--- src/rtl/loopgen_pkg.sv ---
package loopgen_pkg;

   localparam int NUM_LOOPS = 3;
   localparam int FLAG_W    = NUM_LOOPS + 1;

   typedef struct packed {
      logic final_elem;
      logic z_end;
      logic y_end;
      logic x_end;
   } endflags_t;

   function automatic endflags_t make_flags(input logic [NUM_LOOPS-1:0] at_last,
                                            input logic rec);
      endflags_t f;
      f.x_end      = rec & at_last[0];
      f.y_end      = rec & at_last[1];
      f.z_end      = rec & at_last[2];
      f.final_elem = rec & (&at_last);
      return f;
   endfunction

endpackage

--- src/rtl/loopgen_counter.sv ---
module loopgen_counter #(
   parameter int CNT_W = 6
) (
   input  logic             clk,
   input  logic             rst_n,
   input  logic             clr_i,
   input  logic             step_i,
   input  logic [CNT_W-1:0] last_i,
   output logic [CNT_W-1:0] cnt_o,
   output logic             at_last_o,
   output logic             carry_o
);

   logic [CNT_W-1:0] cnt_q;

   assign at_last_o = (cnt_q == last_i);
   assign carry_o   = step_i & at_last_o;
   assign cnt_o     = cnt_q;

   always_ff @(posedge clk or negedge rst_n) begin
      if (!rst_n)
         cnt_q <= '0;
      else if (clr_i)
         cnt_q <= '0;
      else if (step_i)
         cnt_q <= at_last_o ? '0 : cnt_q + 1'b1;
   end

   // counter never passes its last value
   p_cnt_in_range_r3: assert property (@(posedge clk) disable iff (!rst_n)
      cnt_q <= last_i);

   // stepping at the last value restarts at zero
   p_cnt_wrap_r3: assert property (@(posedge clk) disable iff (!rst_n)
      (step_i && at_last_o && !clr_i) |=> (cnt_q == '0));

endmodule

--- src/rtl/loopgen_index.sv ---
module loopgen_index #(
   parameter int CNT_W = 6,
   parameter int IDX_W = 3 * CNT_W
) (
   input  logic [CNT_W-1:0] x_i,
   input  logic [CNT_W-1:0] y_i,
   input  logic [CNT_W-1:0] z_i,
   input  logic [CNT_W:0]   xext_i,
   input  logic [IDX_W-1:0] plane_i,
   output logic [IDX_W-1:0] idx_o
);

   logic [IDX_W-1:0] row_term;
   logic [IDX_W-1:0] plane_term;

   always_comb begin
      row_term   = IDX_W'(y_i) * IDX_W'(xext_i);
      plane_term = IDX_W'(z_i) * plane_i;
      idx_o      = IDX_W'(x_i) + row_term + plane_term;
   end

endmodule

--- src/rtl/nest_loop_flagger.sv ---
module nest_loop_flagger
   import loopgen_pkg::*;
#(
   parameter int CNT_W = 6,
   localparam int IDX_W = 3 * CNT_W
) (
   input  logic             clk,
   input  logic             rst_n,
   input  logic             start_i,
   input  logic [CNT_W-1:0] xlast_i,
   input  logic [CNT_W-1:0] ylast_i,
   input  logic [CNT_W-1:0] zlast_i,
   input  logic             rec_en_i,
   input  logic             out_ready_i,
   output logic             out_valid_o,
   output logic [IDX_W-1:0] idx_o,
   output logic [3:0]       flags_o,
   output logic             done_o
);

   generate
      if (CNT_W < 1 || CNT_W > 10) begin : g_bad_width
         $error("nest_loop_flagger: CNT_W must lie in 1..10");
      end
   endgenerate

   logic [NUM_LOOPS-1:0][CNT_W-1:0] last_q;
   logic [NUM_LOOPS-1:0][CNT_W-1:0] cnt;
   logic [NUM_LOOPS-1:0]            at_last;
   logic [NUM_LOOPS-1:0]            carry;
   logic [NUM_LOOPS-1:0]            step;
   logic [IDX_W-1:0]                plane_q;
   logic                            rec_q;
   logic                            valid_q;
   logic                            done_q;
   logic                            adv;
   logic                            final_now;
   endflags_t                       flags;

   assign adv       = valid_q & out_ready_i & ~start_i;
   assign final_now = &at_last;

   always_ff @(posedge clk or negedge rst_n) begin
      if (!rst_n) begin
         last_q  <= '0;
         plane_q <= '0;
         rec_q   <= 1'b0;
         valid_q <= 1'b0;
         done_q  <= 1'b0;
      end else if (start_i) begin
         last_q[0] <= xlast_i;
         last_q[1] <= ylast_i;
         last_q[2] <= zlast_i;
         plane_q   <= IDX_W'(({1'b0, xlast_i} + 1'b1) * ({1'b0, ylast_i} + 1'b1));
         rec_q     <= rec_en_i;
         valid_q   <= 1'b1;
         done_q    <= 1'b0;
      end else if (adv && final_now) begin
         valid_q <= 1'b0;
         done_q  <= 1'b1;
      end
   end

   genvar g;
   generate
      for (g = 0; g < NUM_LOOPS; g++) begin : g_loop
         if (g == 0) begin : g_inner
            assign step[g] = adv;
         end else begin : g_outer
            assign step[g] = carry[g-1];
         end
         loopgen_counter #(.CNT_W(CNT_W)) u_cnt (
            .clk       (clk),
            .rst_n     (rst_n),
            .clr_i     (start_i),
            .step_i    (step[g]),
            .last_i    (last_q[g]),
            .cnt_o     (cnt[g]),
            .at_last_o (at_last[g]),
            .carry_o   (carry[g])
         );
      end
   endgenerate

   loopgen_index #(.CNT_W(CNT_W), .IDX_W(IDX_W)) u_index (
      .x_i     (cnt[0]),
      .y_i     (cnt[1]),
      .z_i     (cnt[2]),
      .xext_i  ({1'b0, last_q[0]} + 1'b1),
      .plane_i (plane_q),
      .idx_o   (idx_o)
   );

   assign flags       = make_flags(at_last, rec_q & valid_q);
   assign flags_o     = flags;
   assign out_valid_o = valid_q;
   assign done_o      = done_q;

   p_start_r2: assert property (@(posedge clk) disable iff (!rst_n)
      start_i |=> (out_valid_o && !done_o && idx_o == '0));

   p_final_r7: assert property (@(posedge clk) disable iff (!rst_n)
      flags_o[3] |-> (flags_o[2:0] == 3'b111));

   p_mute_r8: assert property (@(posedge clk) disable iff (!rst_n)
      !rec_q |-> (flags_o == 4'b0000));

   p_hold_r9: assert property (@(posedge clk) disable iff (!rst_n)
      (out_valid_o && !out_ready_i && !start_i) |=>
         (out_valid_o && $stable(idx_o) && $stable(flags_o)));

   p_done_excl_r10: assert property (@(posedge clk) disable iff (!rst_n)
      done_o |-> !out_valid_o);

   p_finish_r10: assert property (@(posedge clk) disable iff (!rst_n)
      (out_valid_o && out_ready_i && final_now && !start_i) |=> (done_o && idx_o == '0));

endmodule

--- config.mk ---
export PLATFORM = sky130hd
export DESIGN_NAME = nest_loop_flagger
export DESIGN_NICKNAME = d
export VERILOG_FILES = /design/src/rtl/loopgen_pkg.sv /design/src/rtl/loopgen_counter.sv /design/src/rtl/loopgen_index.sv /design/src/rtl/nest_loop_flagger.sv
export SDC_FILE = /design/constraint.sdc
export NUM_CORES = 1
export LEC_CHECK = 0
export ABC_AREA = 1
export BUFFER_PORTS_ARGS = -buffer_cell sky130_fd_sc_hd__buf_2
export CAP_MARGIN = 10
export CORE_UTILIZATION = 60
export CTS_CLUSTER_DIAMETER = 30
export DETAILED_ROUTE_END_ITERATION = 8
export PLACE_DENSITY = 0.77
export SYNTH_ARGS = -nofsm -noshare
export SYNTH_HDL_FRONTEND = slang
export SYNTH_SLANG_ARGS = --single-unit
--- constraint.sdc ---
create_clock -name clk -period 13.35 [get_ports clk]
set_clock_uncertainty 0.15 [all_clocks]
set_input_delay 0 -clock clk [delete_from_list [all_inputs] [get_ports clk]]
set_output_delay 0 -clock clk [all_outputs]
set_load 0.1 [all_outputs]
==> results of run 1 <==
-- placed cells by master, fill, tap and decap left out --
cell type	instances
ha_1	105
xor2_1	31
o21ai_0	40
nand3_2	1
clkinv_4	2
o21bai_1	5
dlygate4sd3_1	20
nor2_2	4
xnor2_1	11
or2_1	1
nand2_1	384
and2_1	4
nor2_1	107
nand3b_1	1
nand3_1	66
nor3_2	1
a22o_1	1
fa_1	107
dfrtp_1	53
nand2_4	1
a31o_2	2
nand3_4	1
clkinv_2	1
nor2_8	1
or2_2	2
o22ai_1	4
inv_6	1
buf_4	2
nand4_1	12
o21a_1	1
a21o_1	5
or2_0	1
nor3_1	4
clkbuf_16	5
inv_2	11
inv_1	220
buf_2	46
a31oi_1	3
a21oi_2	1
a21oi_1	29
-- how the worst min path moves through the flow --
stage | slack, ns | depth (start not counted) | to
after global routing | 0.04 | 3 | last_q[0]
after detailed placement | 0.02 | 2 | g_loop[1].u_cnt.cnt_o[3]
after global placement | 0.01 | 2 | last_q[5]
final | 0.03 | 3 | last_q[0]
after floorplan | -0.45 | 0 | done_o
after CTS | 0.01 | 3 | last_q[0]
-- worst max-delay path: cells and delay by family (launching register included) --
kind            cells  cell delay, ns
simple gates       12            1.14
flops               1            0.47
xor+xnor            1            0.39
fa+ha+maj           8            3.42
buf+inv             5            0.58
compound gates      4            0.70
-- layer usage --
layer,wire [µm],part of all wire [%],vias to the layer above,global-route usage (%)
met1,9520,46,3766,40.1
met2,9720,47,257,48.6
met4,404,2.0,0,8.75
li1,-,-,3912,-
met3,1080,5.2,27,2.10
met5,0,0,-,0
-- metrics by stage --
stage	cell area, µm²	total power, W	utilization (%)	worst slack, ns
detailed placement	9420	0.000466	64.4	6.52
global placement	9420	0.000459	64.4	6.72
finish	9780	0.000605	66.8	6.17
global route	9780	0.000653	66.8	5.79
floorplan	9070	0.000394	-	6.18
CTS	9780	0.000606	66.8	6.18
-- layout make-up --
cell class              instances  area share, %
repair buffers                 68           4.56
clock buffers                   5           1.28
multi-input cells             936           69.1
clock inverters                 3          0.269
flip-flops and latches         53           13.6
well taps                     184           2.36
inverters                     232           8.92
-- cells by family (layout without fill, tap and decap cells) --
logic type               count (synthesis)  count (layout)
buffers and inverters                  256             308
AO/OA/AOI/OAI                           91              91
flip-flops                              53              53
adder cells (fa/ha/maj)                212             212
XOR/XNOR                                42              42
AND/OR/NAND/NOR                        591             591
-- power groups by stage --
stage	Combinational [W]	Clock, W	Sequential, W
after floorplan	0.000189	0	0.000206
after global placement	0.000242	0	0.000217
after detailed placement	0.000247	0	0.000219
after CTS	0.000254	0.000137	0.000216
after global routing	0.000291	0.000143	0.000220
final	0.000254	0.000135	0.000217
-- flip-flops by register name (all words and copies together) (netlist names) --
name and flops:
last_q 18, done_o 1, plane_q 14, g_loop.u_cnt.cnt_o 18, out_valid_o 1, rec_q 1
==> results by stage, run 1 <==
Global route:
- The number of antenna violations at the first check in global routing is 0.
- For this run, the total global-route usage over all layers was measured as between 20% and 30%.
- The via count of the first global-routing pass is a little over 8k.
- The sum of overflow across all layers after global routing is 0.
- The global-route wire length before repair is 36,800 µm.
- The largest net degree at the start of global routing is 54.

Job:
- The max-capacitance violation count is 0.

Synthesis:
- After synthesis, flip-flops and latches occupy 14.6% of the total area.
- Yosys instantiated no cell more often than nand2_1.
- The number of enable-type register cells in the synthesized netlist is 0.
- The top flip-flop cell by instance count after synthesis is dfrtp_1.
- The portion of netlist area occupied by mux cells is 0%.
- The number of nets in the synthesized netlist is 1,480.
- The synthesized-area fraction occupied by adder cells is 38.1%.
- The share of the synthesized netlist area taken by xor and xnor gates is 4.06%.
- The largest area contributor in the netlist is fa_1.
- Counting every instance in the synthesized netlist gives 1,245.
- The average instance area after synthesis is 7.29 µm².
- In this run, synthesis produced a sequential element count of 53.
- The combinational family with the most area after synthesis is adder cells.
- The number of unique standard cell types used by synthesis is 39.
- Yosys printed 0 warnings.
- The commonest cells after synthesis are nand2_1 (384), inv_1 (220), fa_1 (107), nor2_1 (107), ha_1 (105).
- Yosys attributes the largest share of cell area to fa_1 (24%), nand2_1 (16%), dfrtp_1 (15%).
- The portion of synthesized cell area occupied by the leading cell type is around a quarter.
- The area of the mapped netlist is 9070 µm².
- Summing the areas of all and, or, nand and nor instances in the mapped netlist gives 26.7% of the synthesized area.
- The post-synthesis async set-or-reset flop share is 100%.
- The synthesized netlist devotes 5.59% of its cell area to compound gates.

Critical path:
- In this run the worst setup path terminates at idx_o[17].
- The worst setup path is launched from a flip-flop.
- The terminus of the critical flop-to-flop path is out_valid_o.
- The maximum fanout along the worst path is 8.
- In this run the critical register-to-register path is launched from g_loop[2].u_cnt.cnt_o[0].
- The peak per-stage delay on the critical path is around 0.55 ns.
- Data arrives at the worst endpoint at 7.03 ns.
- The data required time of the worst path is 13.20 ns.
- Among all stages on the critical path, the largest delay is contributed by fa_1.
- The worst setup path is of the flip-flop to primary output kind.
- In this design, the critical path's most frequently occurring cell is nand2_1.
- The setup slack on the worst flop-to-flop path is 11.09 ns.
- The number of cells on the worst reg-to-reg path is 9.
- The worst setup path startpoint is last_q[0].
- The worst setup path is captured at a primary output.

Placed design:
- The HPWL after detailed placement is 17,000 µm.
- The placer's final routability congestion estimate is 0.924.
- The placed cell count is 1,453.
- The count of port buffers added during placement is 46.

Cells and area:
- Summing all flip-flop and latch instances after layout gives around 1300 µm².
- The number of fillers in the final layout is 1,321.
- The final cell count without fillers is 1,481.
- The area overhead of the layout relative to synthesis is 7.77%.
- For this run, the post-layout net count is 1,531.
- The fraction of layout cells with a size suffix above 1 is 6.32%.
- The area of the multi-input gates is 6750 µm².
- The number of antenna cells inserted is 0.

CTS:
- The number of gates resized after CTS was 0.
- The root buffer cell chosen for the clock tree is clkbuf_16.
- The total CTS buffers is 5.
- The clock insertion delay at the later pin of the skew report is 0.30 ns.
- The largest buffer count on any clock path is 2.
- For this design, the sink count on the clock tree is 53.
- TritonCTS built the clock tree.
- The clock transition at the register clock pins on the worst setup and hold paths after CTS is approximately 0.080 ns.
- In this run the post-CTS setup repair buffer count came out at 0.
- For this design, the CTS-stage hold fixing added 20 buffers.
- The count of H-tree levels built during CTS is 2.

Power:
- The net switching power figure is 0.000262 W.
- The sequential power share is a little over a third.
- In this run, the combinational gates consume 41.9% of the power.
- The share of total power dissipated in the clock network is 22.3%.
- For this design the ratio of total power to cell area is 61.9 nW/µm².
- Net switching is between 40% and 50% of the power.
- For this design the static power due to leakage is 5.84 nW.
- The internal power consumption is 0.000343 W.
- VDD sags by at most 0.0000740 V.

STA:
- Setup violations remaining at the end of the flow were counted as 0.
- The routed design could run at a clock period as short as 7.18 ns.
- In the finished design, the share of the clock period the worst path needs comes to 53.8%.
- The final hold violation count was 0.
- Setup repair after global routing left no endpoint under its margin.
- The final max-slew violation count is 0.
- The final-layout worst hold slack is 0.0255 ns.
- Derived from the worst setup path, the maximum achievable clock frequency is ~140 MHz.
- The worst-case headroom to the max-slew limit is 45.7%.
- At the pin with the least slew margin, the transition time is between 0.8 and 0.9 ns.
- The summed negative setup slack over all endpoints is 0 ns.

Hold path:
- The startpoint identified for the worst hold timing path is xlast_i[0].
- The path category of the worst min-delay check is primary input to flip-flop.

Routing:
- Once detail routing completed, the nets flagged for antenna violations numbered 0.
- Across all layers, the routed design uses 7,962 vias.
- The mean routed wirelength per cell is approximately 14 µm.
- The via density per instance is 5.38.
- The first-pass iteration count of the detailed router is 7.
- After detailed routing, the number of remaining DRC violations is 8.
- The routed design has 20,700 µm of wire.
- In this run, the number of DRC markers left after iteration 0 of detailed routing was 560.

Run status:
- The checks that failed: design-rule violations.
- The run finished, with violations left.

Floorplanning:
- For this configuration, the core starts out at a cell density of 61.9%.
- The top-level port count is 47.
- The vertical die dimension is 125 µm.
- The floorplan has 44 rows.
- The area of the core region is between 10,000 and 15,000 µm².
- The die covers 15,600 µm².
- The width of the die is 125 µm.
Power figures use the tool's default switching activity.
==> run 2: changes to the inputs <==
Settings changed: CORE_UTILIZATION 60 to 58, PLACE_DENSITY 0.77 to 0.78.
Clock period 13.35 ns to 5.8 ns, I/O delays scaled along.
==> run 2 against run 1 <==
Final area grew 16%. The run ends with negative setup slack left. Die area is 3.4% higher. Combinational power increased by 140%. Sequential share of layout area decreased by 1.9 points. Critical path type unchanged. First-iteration DRC count increased by 22%. Flip-flop and latch count did not move. Critical path depth down 4. Total power is 140% higher. Largest power group unchanged. Clock-buffer cell count did not move.
==> results by stage, run 2 (synthesis results as in run 1) <==
STA:
- The worst pin sits at a relative slew slack of 46.2%.
- The tightest hold path in the finished design has a slack of around 0.0084 ns.
- Subtracting the final worst setup slack from the clock period gives 6.25 ns.
- Setup repair after global routing could not meet its margin everywhere.
- After layout, the worst setup slack is -0.454 ns.
- The final max-slew violation count is 0.
- The final hold violation count came to 0.
- The achievable clock frequency is 160 MHz.
- At the pin with the least slew margin, the transition time is 0.807 ns.
- Setup violations remaining at the end of the flow were counted as 12.
- The worst path uses 108% of the clock period.

Floorplanning:
- The region available for standard cell placement spans between 15,000 and 20,000 µm².
- For this configuration, the core starts out at a cell density of approximately 60%.
- The top-level port count is 47.
- The area of the die is 16,100 µm².
- The vertical die dimension is 127 µm.
- In this run the core area contains 45 standard-cell rows.
- The width of the die is 127 µm.

Routing:
- The routed wire length is 23,000 µm.
- After detailed routing, the number of remaining DRC violations is 0.
- The mean routed wirelength per cell is approximately 15 µm.
- For this block, the initial DRC count from the detailed router was 681.
- The detail route stage leaves a number of antenna-violating nets equal to 0.
- The via density per instance is 5.33.
- The routed layout has 8,401 vias.
- Before antenna repair, the detailed router went through 6 iterations.

Critical path:
- Of all nets on the critical path, the largest fanout is 4.
- The setup path with the least slack is of type flip-flop to primary output.
- The capturing element type of the critical path is a primary output.
- STA classifies the critical path startpoint as a flip-flop.
- The reg-to-reg startpoint is g_loop[2].u_cnt.cnt_o[2].
- Data arrives at the worst endpoint at about 6.1 ns.
- The most critical setup path has its startpoint at last_q[1].
- At the worst endpoint, the required time is between 5 and 6 ns.

Power:
- Summed over all nets, the switching power comes to 0.000607 W.
- The internal power consumption is 0.000848 W.
- The reported leakage power is between 6 and 7 nW.
- Overall power consumption after layout is estimated at 0.00145 W.
- Net switching is 41.7% of the power.
- The share of power burned in combinational logic is a little over two fifths.
- The sequential power share is about a third.
- The ratio of total power to cell area is 128 nW/µm².
- The part of the power in the clock network is 23.5%.
- VDD sags by at most around 0.00012 V.

Placed design:
- The HPWL after detailed placement is 17,900 µm.
- Input and output buffers added on the ports amount to 46.
- Routability-driven placement finished with a final weighted congestion of 0.890.

CTS:
- In this run the number of H-tree levels came out at 2.
- In this run the clock root is driven by a clkbuf_16.
- The TritonCTS sink count is 53.
- The total CTS buffers is 5.
- The clock transition at the register clock pins on the worst setup and hold paths after CTS is approximately 0.07 ns.
- TritonCTS built the clock tree.
- The longest clock path from root to sink contains 2 buffers.
- At the later pin of the worst-skew pair, clock insertion delay measures 0.30 ns.

Cells and area:
- The top cell types in the final layout, fill and taps aside, are nand2_1 (352), inv_1 (214), fa_1 (107).
- The post-route netlist has 19.6% of its cells at a drive strength greater than 1.
- The area overhead of the layout relative to synthesis is 25.2%.
- The leading cell type in the layout, fill and taps excluded is nand2_1.
- 0 antenna diodes ended up in the layout.
- The net total in the final layout is 1,599.

Global route:
- The number of antenna violations at the first check in global routing came to 0.
- The met2 routing resource usage after global routing is between 50% and 60%.
- The met3 track demand over resource is about 2.7%.
- Global routing used 30.8% of the available tracks.
- The met1 demand-to-capacity share in global routing is roughly two fifths.
- The sum of overflow across all layers after global routing is 0.
- The global-route wire length before repair is approximately 40,000 µm.
- The via count of the first global-routing pass is 8,674.
- The layer with the highest usage after global routing is met2.
- The largest net degree at the start of global routing is 54.

Hold path:
- The path category of the worst min-delay check is primary input to flip-flop.
- The hold path startpoint is ylast_i[0].

Run status:
- The checks that failed: negative setup slack.
- The run finished, with violations left.

Job:
- Across the run, the number of max-cap violations was 0.
run 2: cell count changes in the layout (fill, tap and decap cells not counted), sizes merged:
cell	before	now
dlygate4sd3	20	19
bufinv	0	1
clkinv	3	2
inv	232	231
buf	48	117
run 2: timing repair:
item | 4_1_cts | 5_1_grt
gates cloned | 0 | 0
pin swaps | 67 | 35
hold endpoints to repair | 71 | 0
setup endpoints to repair | 13 | 13
gates resized for setup | 90 | 22
hold buffers | 19 | 0
setup buffers | 7 | 3
run 2: power by group through the flow:
stage | sequential, W | clock, W | combinational [W]
2_1_floorplan | 0.000475 | 0 | 0.000438
3_3_place_gp | 0.000498 | 0 | 0.000587
3_5_place_dp | 0.000500 | 0 | 0.000598
4_1_cts | 0.000493 | 0.000342 | 0.000619
5_1_grt | 0.000504 | 0.000359 | 0.000717
6_report | 0.000495 | 0.000341 | 0.000618
run 2: cell type report:
cell class                 count  area, µm²
clock inverter                 2       35.0
sequential                    53       1330
fill                        1095       3900
inverter                     232        875
tap                          211        264
multi-input combinational    936       7560
timing repair buffer         136       1170
clock buffer                   5        125
run 2: critical path, stage by stage (launching register included):
cell     delay [ns]
dfrtp_2        0.42
ha_4           0.18
nand3_4        0.09
xor2_2         0.15
buf_4          0.14
buf_4          0.15
nor2_1         0.11
fa_1           0.45
fa_1           0.57
fa_1           0.43
ha_1           0.34
ha_4           0.27
a21oi_2        0.18
buf_4          0.14
o21ai_2        0.05
buf_4          0.14
a21oi_4        0.12
xnor2_2        0.15
fa_1           0.48
ha_4           0.34
nand2_4        0.08
nor2_4         0.12
nand2_1        0.07
nand2_2        0.15
buf_6          0.13
xor2_4         0.16
buf_12         0.19
run 2: final timing paths:
check | slack, ns | cells after the start | endpoint
setup / recovery | -0.45 | 26 | idx_o[9]
hold / removal | 0.008 | 3 | last_q[6]
setup reg to reg | 3.56 | 9 | out_valid_o
hold reg to reg | 0.35 | 2 | rec_q
max in group asynchronous | 4.82 | 3 | last_q[2]
min in group asynchronous | 0.20 | 3 | out_valid_o
run 2: routing by layer:
layer | up-vias | part of all wire [%] | wire, µm
met2 | 315 | 49 | 11200
met4 | 0 | 2.4 | 542
met1 | 3994 | 43 | 9950
met3 | 47 | 5.7 | 1320
li1 | 4045 | - | -
met5 | - | 0 | 0
run 2: metrics by stage:
stage                     TNS [ns]  worst slack, ns  utilization (%)  instance area (µm²)  instances
after floorplan             -0.373           -0.252                -                 9400       1245
after global placement      -0.885           -0.181             68.3                10400       1539
after detailed placement     -1.64           -0.292             68.3                10400       1539
after CTS                    -3.94           -0.437             73.7                11200       1572
after global routing         -6.72           -0.663             74.4                11400       1575
final                        -4.20           -0.454             74.4                11400       1575
==> run 3: changes to the inputs <==
Settings changed: SKIP_LAST_GASP from default to 1, SLEW_MARGIN from default to 25.
==> run 3 against run 2 <==
The run still ends with negative setup slack left. Global-route usage unchanged. Final area about the same. Sequential power about the same. Setup slack got worse by 0.0064 ns. Flip-flop and latch count unchanged. Worst hold slack about the same. Register-to-register slack got worse by 0.03 ns. Critical path type unchanged.
==> results by stage, run 3 (synthesis results as in run 1) <==
Hold path:
- The capture endpoint of the worst hold path is last_q[6].
- The number of instances on the worst hold path is 3.
- The path category of the worst min-delay check is primary input to flip-flop.
- The startpoint identified for the worst hold timing path is ylast_i[0].

Cells and area:
- Leaving out fill and tap cells, the most frequent cell in the layout is nand2_1.
- The post-route netlist has a little under 20% of its cells at a drive strength greater than 1.
- The final cell count without fillers is about 1.6k.
- The number of fillers in the final layout is 1,104.
- The number of antenna cells inserted is 0.
- The library cells used most frequently in the layout, excluding fill and tap cells, are nand2_1 (352), inv_1 (214), fa_1 (107).
- From synthesis to final layout, the design area changed by 25.1%.
- The final instance area is 11,300 µm².
- The net total in the final layout is approximately 1.6k.

CTS:
- TritonCTS built the clock tree.
- The total CTS buffers is 5.
- CTS saw 53 sinks.
- The cell sitting at the root of the clock tree is a clkbuf_16.
- The largest buffer count on any clock path is 2.
- The clock transition at the register clock pins on the worst setup and hold paths after CTS is roughly 0.07 ns.
- The clock tree synthesis step divided the H-tree into 2 levels.
- The clock insertion delay at the later pin of the skew report is 0.30 ns.

Floorplanning:
- The effective utilization at floorplan is between 50 and 60%.
- The area of the die is 16,100 µm².
- In this run the standard cell core region covers between 15,000 and 20,000 µm².
- The die is 127 µm tall.
- Pin placement for this block handled 47 I/O pins.
- The floorplan has 45 rows.
- The die is roughly 130 µm wide.

STA:
- The final hold violation count is 0.
- The achievable clock frequency is 160 MHz.
- Setup repair after global routing could not meet its margin everywhere.
- Subtracting the final worst setup slack from the clock period gives 6.26 ns.
- The slew at the pin closest to its max-slew limit is 0.803 ns.
- The worst-case headroom to the max-slew limit is between 40% and 50%.
- The final max-slew violation count came to 0.
- Of the available clock period, the critical path in the final layout requires 108%.
- The final critical-path setup slack is -0.461 ns.
- Setup violations remaining at the end of the flow were counted as 12.

Critical path:
- The worst setup path is captured at a primary output.
- The critical setup path kind is flip-flop to primary output.
- The worst setup path is launched from a flip-flop.
- The terminus of the critical flop-to-flop path is out_valid_o.
- The setup slack on the worst flop-to-flop path is between 3 and 4 ns.
- At the worst endpoint, the required time is ~5.7 ns.
- In this run the critical register-to-register path is launched from g_loop[2].u_cnt.cnt_o[2].
- The worst register-to-register path has a depth of 9.
- Data arrives at the worst endpoint at 6.11 ns.
- Of all nets on the critical path, the largest fanout is 4.

Job:
- The max-capacitance violation count is 0.

Routing:
- The first-pass iteration count of the detailed router is 6.
- Dividing the detail-routed wire length by the instance count gives 14.8 µm.
- The violation count after the first detailed-route iteration is 741.
- The via density per instance is 5.37.
- The count of nets left with antenna violations after detail routing is 0.
- In the routed design, unresolved DRC markers number 0.
- For this block, the via count after detailed routing is 8,462.
- After detailed routing, the total wire length is around 23,000 µm.

Global route:
- The sum of overflow across all layers after global routing is 0.
- The number of antenna violations at the first check in global routing is 0.
- Global routing used a little under a third of the available tracks across all layers.
- The global-route wire length before repair is approximately 40,000 µm.
- The via count of the first global-routing pass was slightly below 9k.
- Entering global routing, the biggest net connects 54 pins.

Placed design:
- The detailed-placement wirelength estimate is 17,900 µm.
- The count of port buffers added during placement is 46.
- Summing all placed instances gives a cell area of 10,400 µm².
- The placed cell count is 1,539.
- The placer's final routability congestion estimate is 0.890.

Power:
- The power after layout is 0.00146 W.
- The largest vdd supply drop is roughly 0.00012 V.
- Dividing total power by cell area gives a power density of 128 nW/µm².
- For this design the static power due to leakage is 6.38 nW.

Run status:
- The run finished, with violations left.
- The checks that failed: negative setup slack.
## run 3: cell types whose count changed in the layout (fill, tap and decap cells not counted)
cell     delta
nand3_1     +1
nand3_2     -1
nor2_2      +1
nor2_4      -1
## run 3: through the flow
step                setup TNS (ns)  worst slack (ns)  hold slack, ns  util [%]
floorplan                   -0.373            -0.252          -0.446         -
global placement            -0.885            -0.181         0.00191      68.3
detailed placement           -1.64            -0.292          0.0154      68.3
CTS                          -3.94            -0.437         0.00133      73.7
global route                 -6.77            -0.664          0.0294      74.4
finish                       -4.24            -0.461         0.00823      74.4
## run 3: what timing repair did
item	4_1_cts	5_1_grt
pin swaps	67	34
setup endpoints to repair	13	13
cloned	0	0
hold buffers	19	0
buffers inserted	7	3
hold endpoints to repair	71	0
gates resized for setup	90	20
## run 3: cell type report
type | count | area (µm²) | share of cell area, %
clock buffers | 5 | 125 | 1.10
clock inverters | 2 | 35.0 | 0.309
inverters | 232 | 875 | 7.71
multi-input cells | 936 | 7550 | 66.5
flip-flops and latches | 53 | 1330 | 11.7
well taps | 211 | 264 | 2.33
repair buffers | 136 | 1170 | 10.3
## run 3: worst max path at each step
stage	startpoint	slack, ns	endpoint
detailed placement	last_q[1]	-0.29	idx_o[16]
global placement	last_q[1]	-0.18	idx_o[16]
CTS	last_q[0]	-0.44	idx_o[16]
floorplan	last_q[0]	-0.25	idx_o[13]
finish	last_q[1]	-0.46	idx_o[15]
global route	last_q[1]	-0.66	idx_o[15]
## run 3: routing by layer
layer / up-vias / share of wire, % / routed length [µm] / global-route usage (%)
met5: - / 0 / 0 / 0
met4: 0 / 2.5 / 575 / 10.4
met3: 45 / 6.0 / 1400 / 2.72
met2: 327 / 49 / 11300 / 53.5
met1: 4046 / 43 / 9950 / 40.6
li1: 4044 / - / - / -
## run 3: report_power, final
group / leakage [nW] / switching [W] / total, W / internal [W]
logic: 5.63 / 0.000387 / 0.000619 / 0.000232
clock network: 0.0797 / 0.000141 / 0.000342 / 0.000201
registers: 0.676 / 0.0000803 / 0.000495 / 0.000415
## run 3: worst max-delay path: stages (launching register included)
cell and delay, ns:
dfrtp_2 0.42, ha_4 0.18, nand3_4 0.09, xor2_2 0.15, buf_4 0.14, buf_4 0.15, nor2_1 0.11, fa_1 0.45
fa_1 0.58, fa_1 0.43, ha_1 0.34, ha_4 0.27, a21oi_2 0.18, buf_4 0.14, o21ai_2 0.05, buf_4 0.14
a21oi_4 0.12, xnor2_2 0.15, fa_1 0.48, ha_4 0.34, nand2_4 0.08, buf_4 0.14, nor2_1 0.09, nand3_1 0.15
nand2_1 0.11, nand2_1 0.09, nand2_4 0.07, buf_12 0.17
